===== src/rtl/scp_pkg.sv =====
package scp_pkg;
  typedef enum logic [1:0] {
    SEL_LEFT  = 2'b00,
    SEL_CTRL  = 2'b01,
    SEL_RIGHT = 2'b10,
    SEL_NONE  = 2'b11
  } sel_e;

  localparam int NUM_TARGETS = 3;

  function automatic logic [1:0] target_code(input int idx);
    case (idx)
      0:       target_code = SEL_LEFT;
      1:       target_code = SEL_RIGHT;
      default: target_code = SEL_CTRL;
    endcase
  endfunction
endpackage


===== src/rtl/scp_sync.sv =====
module scp_sync #(
  parameter int WIDTH  = 3,
  parameter int STAGES = 2
) (
  input  logic             clk,
  input  logic             rst,
  input  logic [WIDTH-1:0] async_i,
  output logic [WIDTH-1:0] level_o,
  output logic [WIDTH-1:0] rise_o
);
  genvar g;
  generate
    for (g = 0; g < WIDTH; g++) begin : g_bit
      logic [STAGES-1:0] chain;
      logic              prev;
      always_ff @(posedge clk) begin
        if (rst) begin
          chain <= '0;
          prev  <= 1'b0;
        end else begin
          chain <= {chain[STAGES-2:0], async_i[g]};
          prev  <= chain[STAGES-1];
        end
      end
      assign level_o[g] = chain[STAGES-1];
      assign rise_o[g]  = chain[STAGES-1] & ~prev;
    end
  endgenerate
endmodule


===== src/rtl/scp_shifter.sv =====
module scp_shifter #(
  parameter int WORD_W = 16,
  parameter int CNT_W  = 6
) (
  input  logic              clk,
  input  logic              rst,
  input  logic              shift_en_i,
  input  logic              bit_i,
  input  logic              frame_end_i,
  output logic [WORD_W-1:0] word_o,
  output logic [CNT_W-1:0]  cnt_o,
  output logic              frame_ok_o
);
  localparam logic [CNT_W-1:0] CNT_MAX  = '1;
  localparam logic [CNT_W-1:0] CNT_FULL = CNT_W'(WORD_W);

  logic [WORD_W-1:0] sreg;
  logic [CNT_W-1:0]  cnt;

  always_ff @(posedge clk) begin
    if (rst) begin
      sreg <= '0;
    end else if (shift_en_i) begin
      sreg <= {sreg[WORD_W-2:0], bit_i};
    end
  end

  always_ff @(posedge clk) begin
    if (rst || frame_end_i) begin
      cnt <= '0;
    end else if (shift_en_i && cnt != CNT_MAX) begin
      cnt <= cnt + 1'b1;
    end
  end

  assign word_o     = sreg;
  assign cnt_o      = cnt;
  assign frame_ok_o = frame_end_i && (cnt == CNT_FULL);
endmodule


===== src/rtl/scp_regfile.sv =====
module scp_regfile
  import scp_pkg::*;
#(
  parameter int DATA_W = 14,
  parameter int ADDR_W = 2
) (
  input  logic              clk,
  input  logic              rst,
  input  logic              commit_i,
  input  logic [ADDR_W-1:0] addr_i,
  input  logic [DATA_W-1:0] data_i,
  output logic [DATA_W-1:0] regs_o [NUM_TARGETS],
  output logic [NUM_TARGETS-1:0] wr_o
);
  logic [NUM_TARGETS-1:0] hit;

  genvar g;
  generate
    for (g = 0; g < NUM_TARGETS; g++) begin : g_reg
      localparam logic [ADDR_W-1:0] CODE = ADDR_W'(target_code(g));
      assign hit[g] = commit_i && (addr_i == CODE);
      always_ff @(posedge clk) begin
        if (rst) begin
          regs_o[g] <= '0;
          wr_o[g]   <= 1'b0;
        end else begin
          wr_o[g] <= hit[g];
          if (hit[g]) regs_o[g] <= data_i;
        end
      end
    end
  endgenerate
endmodule


===== src/rtl/serial_ctrl_port.sv =====
module serial_ctrl_port
  import scp_pkg::*;
#(
  parameter int WORD_W      = 16,
  parameter int ADDR_W      = 2,
  parameter int SYNC_STAGES = 2
) (
  input  logic                     clk,
  input  logic                     rst,
  input  logic                     ser_clk_i,
  input  logic                     ser_data_i,
  input  logic                     ser_latch_i,
  output logic [WORD_W-ADDR_W-1:0] vol_left_o,
  output logic [WORD_W-ADDR_W-1:0] vol_right_o,
  output logic [WORD_W-ADDR_W-1:0] ctrl_o,
  output logic                     wr_left_o,
  output logic                     wr_right_o,
  output logic                     wr_ctrl_o
);
  localparam int DATA_W = WORD_W - ADDR_W;
  localparam int CNT_W  = $clog2(WORD_W) + 2;
  localparam int IDX_CLK = 0, IDX_DAT = 1, IDX_LAT = 2;

  logic [2:0]              lvl, rise;
  logic                    sclk_rise, latch_rise, sdata_lvl;
  logic [WORD_W-1:0]       word;
  logic [CNT_W-1:0]        bit_cnt;
  logic                    frame_ok;
  logic [DATA_W-1:0]       regs [NUM_TARGETS];
  logic [NUM_TARGETS-1:0]  wr;

  scp_sync #(.WIDTH(3), .STAGES(SYNC_STAGES)) u_sync (
    .clk(clk), .rst(rst),
    .async_i({ser_latch_i, ser_data_i, ser_clk_i}),
    .level_o(lvl), .rise_o(rise)
  );

  assign sclk_rise  = rise[IDX_CLK];
  assign sdata_lvl  = lvl[IDX_DAT];
  assign latch_rise = rise[IDX_LAT];

  scp_shifter #(.WORD_W(WORD_W), .CNT_W(CNT_W)) u_shift (
    .clk(clk), .rst(rst),
    .shift_en_i(sclk_rise), .bit_i(sdata_lvl), .frame_end_i(latch_rise),
    .word_o(word), .cnt_o(bit_cnt), .frame_ok_o(frame_ok)
  );

  scp_regfile #(.DATA_W(DATA_W), .ADDR_W(ADDR_W)) u_regs (
    .clk(clk), .rst(rst),
    .commit_i(frame_ok), .addr_i(word[ADDR_W-1:0]), .data_i(word[WORD_W-1:ADDR_W]),
    .regs_o(regs), .wr_o(wr)
  );

  assign vol_left_o  = regs[0];
  assign vol_right_o = regs[1];
  assign ctrl_o      = regs[2];
  assign wr_left_o   = wr[0];
  assign wr_right_o  = wr[1];
  assign wr_ctrl_o   = wr[2];
endmodule


===== config.mk =====
export PLATFORM = sky130hd
export DESIGN_NAME = serial_ctrl_port
export DESIGN_NICKNAME = d
export VERILOG_FILES = /design/src/rtl/scp_pkg.sv /design/src/rtl/scp_sync.sv /design/src/rtl/scp_shifter.sv /design/src/rtl/scp_regfile.sv /design/src/rtl/serial_ctrl_port.sv
export SDC_FILE = /design/constraint.sdc
export NUM_CORES = 1
export LEC_CHECK = 0
export ABC_AREA = 1
export BUFFER_PORTS_ARGS = -buffer_cell sky130_fd_sc_hd__buf_2
export CAP_MARGIN = 20
export CORE_MARGIN = 8
export CORE_UTILIZATION = 30
export DETAILED_ROUTE_END_ITERATION = 10
export PLACE_DENSITY = 0.57
export SETUP_SLACK_MARGIN = 0.4
export SLEW_MARGIN = 20
export SYNTH_ARGS = -nofsm -noshare
export SYNTH_HDL_FRONTEND = slang
export SYNTH_HIERARCHICAL = 1
export SYNTH_SLANG_ARGS = --single-unit
export TNS_END_PERCENT = 1

===== constraint.sdc =====
create_clock -name clk -period 3.1 [get_ports clk]
set_input_delay 0.62 -clock clk [delete_from_list [all_inputs] [get_ports clk]]
set_output_delay 0.62 -clock clk [all_outputs]
set_load 0.005 [all_outputs]

# == Word level (Yosys, flattened, before mapping) ==
# Cells that the tools add are included.
# word_totals
register_bits,75
latch_bits,0
ramBits,0
rom_bits,0
input_bits,5
out_inout_bits,45
elab_cells,29
memories,0
# classes
addsub,1
mul,0
div,0
order_cmp,0
n_eq_ne,4
shift,0
mux,0
bitwise_logic,4
reduce_logical,7
# op_table
operator,n
adder 6 x 1 -> 6 bit (second input constant),1
== test 6 x 5 -> 1 bit (second input constant),1
inequality test 6 bit (second input constant),1
logical AND 1 bit,5
bitwise AND 1 bit,2
== test 2 x 1 -> 1 bit (second input constant),1
== test 2 bit (second input constant),1
zero test 2 bit,1
inverter 1 bit,2
logical OR 1 bit,1

# == Depth between registers and ports, before layout ==
# depth
depth_word,4
depth_mapped,9
depth_no_buf,8

# == By module ==
# The synthesis kept the hierarchy.
# by_module_without_submodules
module,instances,cells_each,area_per_inst_um2,seq_area_each_um2
scp_regfile,1,281,1933.1,900.9
scp_shifter,1,125,914.6,440.4
scp_sync,1,34,292.8,180.2

# == Worst setup path after synthesis ==
# Ideal clock, no wire load.
# synth_path
path_kind,register to register
startpoint,"reg u_shift.cnt[0], in the netlist u_shift/cnt_o[0]"
endpoint,reg u_regs/regs_o[12] in the netlist's numbering
setup_time_ns,0.113
t_arrival_ns,1.466
required_ns,2.987
setup_slack_ns,1.522
path_stages_with_launch,10
path_buffers,2
synth_period_minus_slack_ns,1.578
cell_sequence,dfxtp_1 > inv_1 > ha_1 > nand4_1 > nor3_1 > nand3_2 > buf_6 > buf_6 > nor2_1 > nor2_1
# synth_via
elab_chain_len,3
# synth_lines
item,line_no,text
from (decl),scp_shifter.sv:18,logic [CNT_W-1:0] cnt;
from (signal assigned),scp_shifter.sv:32,cnt <= cnt + 1'b1;
== test 6 x 5 -> 1 bit,scp_shifter.sv:38,assign frame_ok_o = frame_end_i && (cnt == CNT_FULL);
logical AND 1 bit,scp_shifter.sv:38,
net frame_ok,serial_ctrl_port.sv:28,logic frame_ok;
logical AND 1 bit,scp_regfile.sv:21,assign hit[g] = commit_i && (addr_i == CODE);
"to (signal, indexed assignment)",scp_regfile.sv:28,if (hit[g]) regs_o[g] <= data_i;
to (decl),scp_regfile.sv:12,"output logic [DATA_W-1:0] regs_o [NUM_TARGETS],"
# The timed path passes the listed nets, and every way through them passes these cells.
# A chain may end at the register's enable or synchronous reset.

# == Worst setup path after layout ==
# layout_path
startpoint,"reg u_shift.cnt[0], in the netlist u_shift/cnt_o[0]"
endpoint,reg u_regs/regs_o[4] in the netlist's numbering
# The elaborated chain is that of the path after synthesis.

==> summary.txt <==
Status
  • Run status: finished clean

Setup path
  • Crit path buf inv count: 1
  • Crit path arrival time: 2.41 ns
  • Crit path capture type: flop
  • Worst Reg2Reg Path Length in Cells: 8
  • CP startpoint kind: flop
  • Most numerous cell on the critical path: nand2_1
  • Crit-path max FO: 29
  • Crit. path cell count: 8
  • Register-to-register setup slack: 0.96 ns
  • Worst path slowest cell: nand3_2
  • Required @ worst endpoint: 3.38 ns
  • Crit path max-delay family: simple AND/OR/NAND/NOR gates
  • CP max stage delay: 0.52 ns
  • Critical path class: flop to flop
  • Crit-path cells: inv_1 -> ha_1 -> nand4_1 -> nor3_4 -> nand3_2 -> nand2_1 -> nand2_1 -> nor2_1

Route
  • Drc violations: 0
  • Wirelength per Cell: 11.8 um
  • Vias per cell: 4.23
  • Routed wire length: 7240 um
  • 1st-pass router iterations: 5
  • Vias: 2603
  • Iter 0 DRT Violations: 229
  • Antenna-violating nets left: 0

Global routing
  • Total grt overflow: 0
  • Initial antenna violation count: 0
  • First-pass GRT wire length: 12000 um
  • Largest net degree at the start of global routing: 43
  • GR Util All Layers: 10.7%
  • Vias in the first global route: 2420

Yosys
  • Synth warn: 6
  • Syn_area_per_cell: 7.13 um^2
  • Cell Area, Synth: 0.00309 mm^2
  • Synth Instances: 434
  • Synth Net Count: 441

Final layout
  • NumNets Final: 482
  • Fill count: 1081
  • Seq. cell area: 0.00150 mm^2
  • Layout cells sized above 1: 18.8%
  • Area of the multi-input gates: 0.00121 mm^2
  • Post-route cell area: 0.00360 mm^2
  • P&R area growth vs syn: 16.3%
  • Final non-filler cell total: 616
  • Antenna diodes: 0

Floorplan
  • Core area: 0.0102 mm^2
  • Initial Utilization: 30.4%
  • Die X: 118 um
  • Io pins: 50
  • Die Span Y: 118 um
  • Die area: 0.0138 mm^2
  • FP Rows: 37

Placement
  • Number of I/O port buffers: 49
  • Worst slack at placement: 0.769 ns
  • Detailed Place HPWL: 4900 um
  • Area after DPL: 0.00338 mm^2
  • GPL Wtd Cong: 0.803
  • Dpl cells: 600

Job
  • Max_cap viols: 0

Timing
  • RSZ-0062 raised after global routing: false
  • Slew Viols, Final: 0
  • Final setup TNS: 0 ns
  • Period utilization: 69.0%
  • Worst-Margin Slew: 1.02 ns
  • Final hold slack: 0.401 ns
  • Final worst slack: 0.962 ns
  • Final setup viols: 0
  • Minimum clock period: 2.14 ns
  • Clk_skew: 0.00837 ns
  • FMAX: 468 MHz
  • Fin. Hold Viols: 0
  • Slew headroom: 32.1%

Power and ir drop
  • P_sw: 428 uW
  • Static leakage: 1.86 nW
  • Int Pwr: 1.43 mW
  • Power density over the cells: 517 mW/mm^2
  • Largest vdd supply drop: 0.260 mV
  • Clock power frac: 42.5%
  • Switching Share: 23.0%
  • Comb pwr share: 3.7%
  • Reg power frac: 53.8%

Clocking
  • H-tree Lvls: 3
  • Clk slew on worst S/H paths: 0.07 ns
  • CTS root buf: clkbuf_8
  • CTS Buf Count: 9
  • Clk_lat worst skew: 0.34 ns
  • CTS tree: done
  • Longest Clk Path Bufs: 2
  • Total clock sinks: 75

Worst hold path
  • Worst hold path class: flop to flop
  • Worst hold stages: 2
-- registers in the layout, summed over array words and instances (netlist names) --
register and count:
u_regs/wr_o 3, u_shift/word_o 16, u_sync/g_bit.chain 6, u_shift/cnt_o 6, u_regs/regs_o 42, u_sync/g_bit.prev 2
-- layout by cell type, fill, tap and decap left out, types with 2 or more instances in the layout --
cell type	instances
clkbuf_8	12
nand4_1	3
inv_1	61
buf_2	49
nand3_2	3
o21ai_0	19
inv_2	2
buf_4	3
nand2_1	84
nor2_1	122
dfxtp_1	75
a21oi_2	9
a21oi_1	7
nor2_2	5
clkinv_2	2
ha_1	2
nand3_1	16
-- worst paths after layout --
path,to,start
max,u_regs/regs_o[4],u_shift/cnt_o[0]
min reg2reg,u_sync/g_bit[0].chain[1],u_sync/g_bit[0].chain[0]
min,u_sync/g_bit[0].chain[1],u_sync/g_bit[0].chain[0]
max reg2reg,u_regs/regs_o[4],u_shift/cnt_o[0]
-- layout make-up --
class,count,share of cell area [%]
clock buffers,12,4.59
clock inverters,4,1.32
inverters,63,6.57
multi-input cells,274,33.6
flip-flops and latches,75,41.7
well taps,136,4.73
repair buffers,52,7.44
-- worst reg2reg max path: stages, from the launching register on --
cell and delay, ns:
dfxtp_1 0.35, inv_1 0.09, ha_1 0.15, nand4_1 0.15, nor3_4 0.42, nand3_2 0.52, nand2_1 0.21, nand2_1 0.07
nor2_1 0.12
-- power by group through the flow --
stage	logic [mW]	clock network (mW)	registers, mW
finish	0.0697	0.791	1.00
global route	0.0797	0.851	1.00
CTS	0.0701	0.813	1.00
detailed placement	0.0700	0	1.02
global placement	0.0674	0	1.02
floorplan	0.0604	0	1.01
-- through the flow --
| stage | total power, mW | util (%) |
|---|---|---|
| after CTS | 1.88 | 35.3 |
| after floorplan | 1.07 | - |
| after global placement | 1.09 | 33.2 |
| after detailed placement | 1.09 | 33.2 |
| after global routing | 1.93 | 35.3 |
| final | 1.86 | 35.3 |
-- routing by layer --
metal	track usage [%]	vias up	wire [um]
li1	-	1378	-
met1	12.6	1151	3400
met2	16.9	63	3290
met3	3.12	11	393
met4	6.41	0	159
met5	0	-	0
-- what timing repair did --
action / CTS / global route
buffers inserted: 0 / 0
resized for setup: 0 / 1
setup endpoints to repair: 0 / 1
hold buffers: 0 / 0
Note: power is estimated with default switching activity, not from simulation.
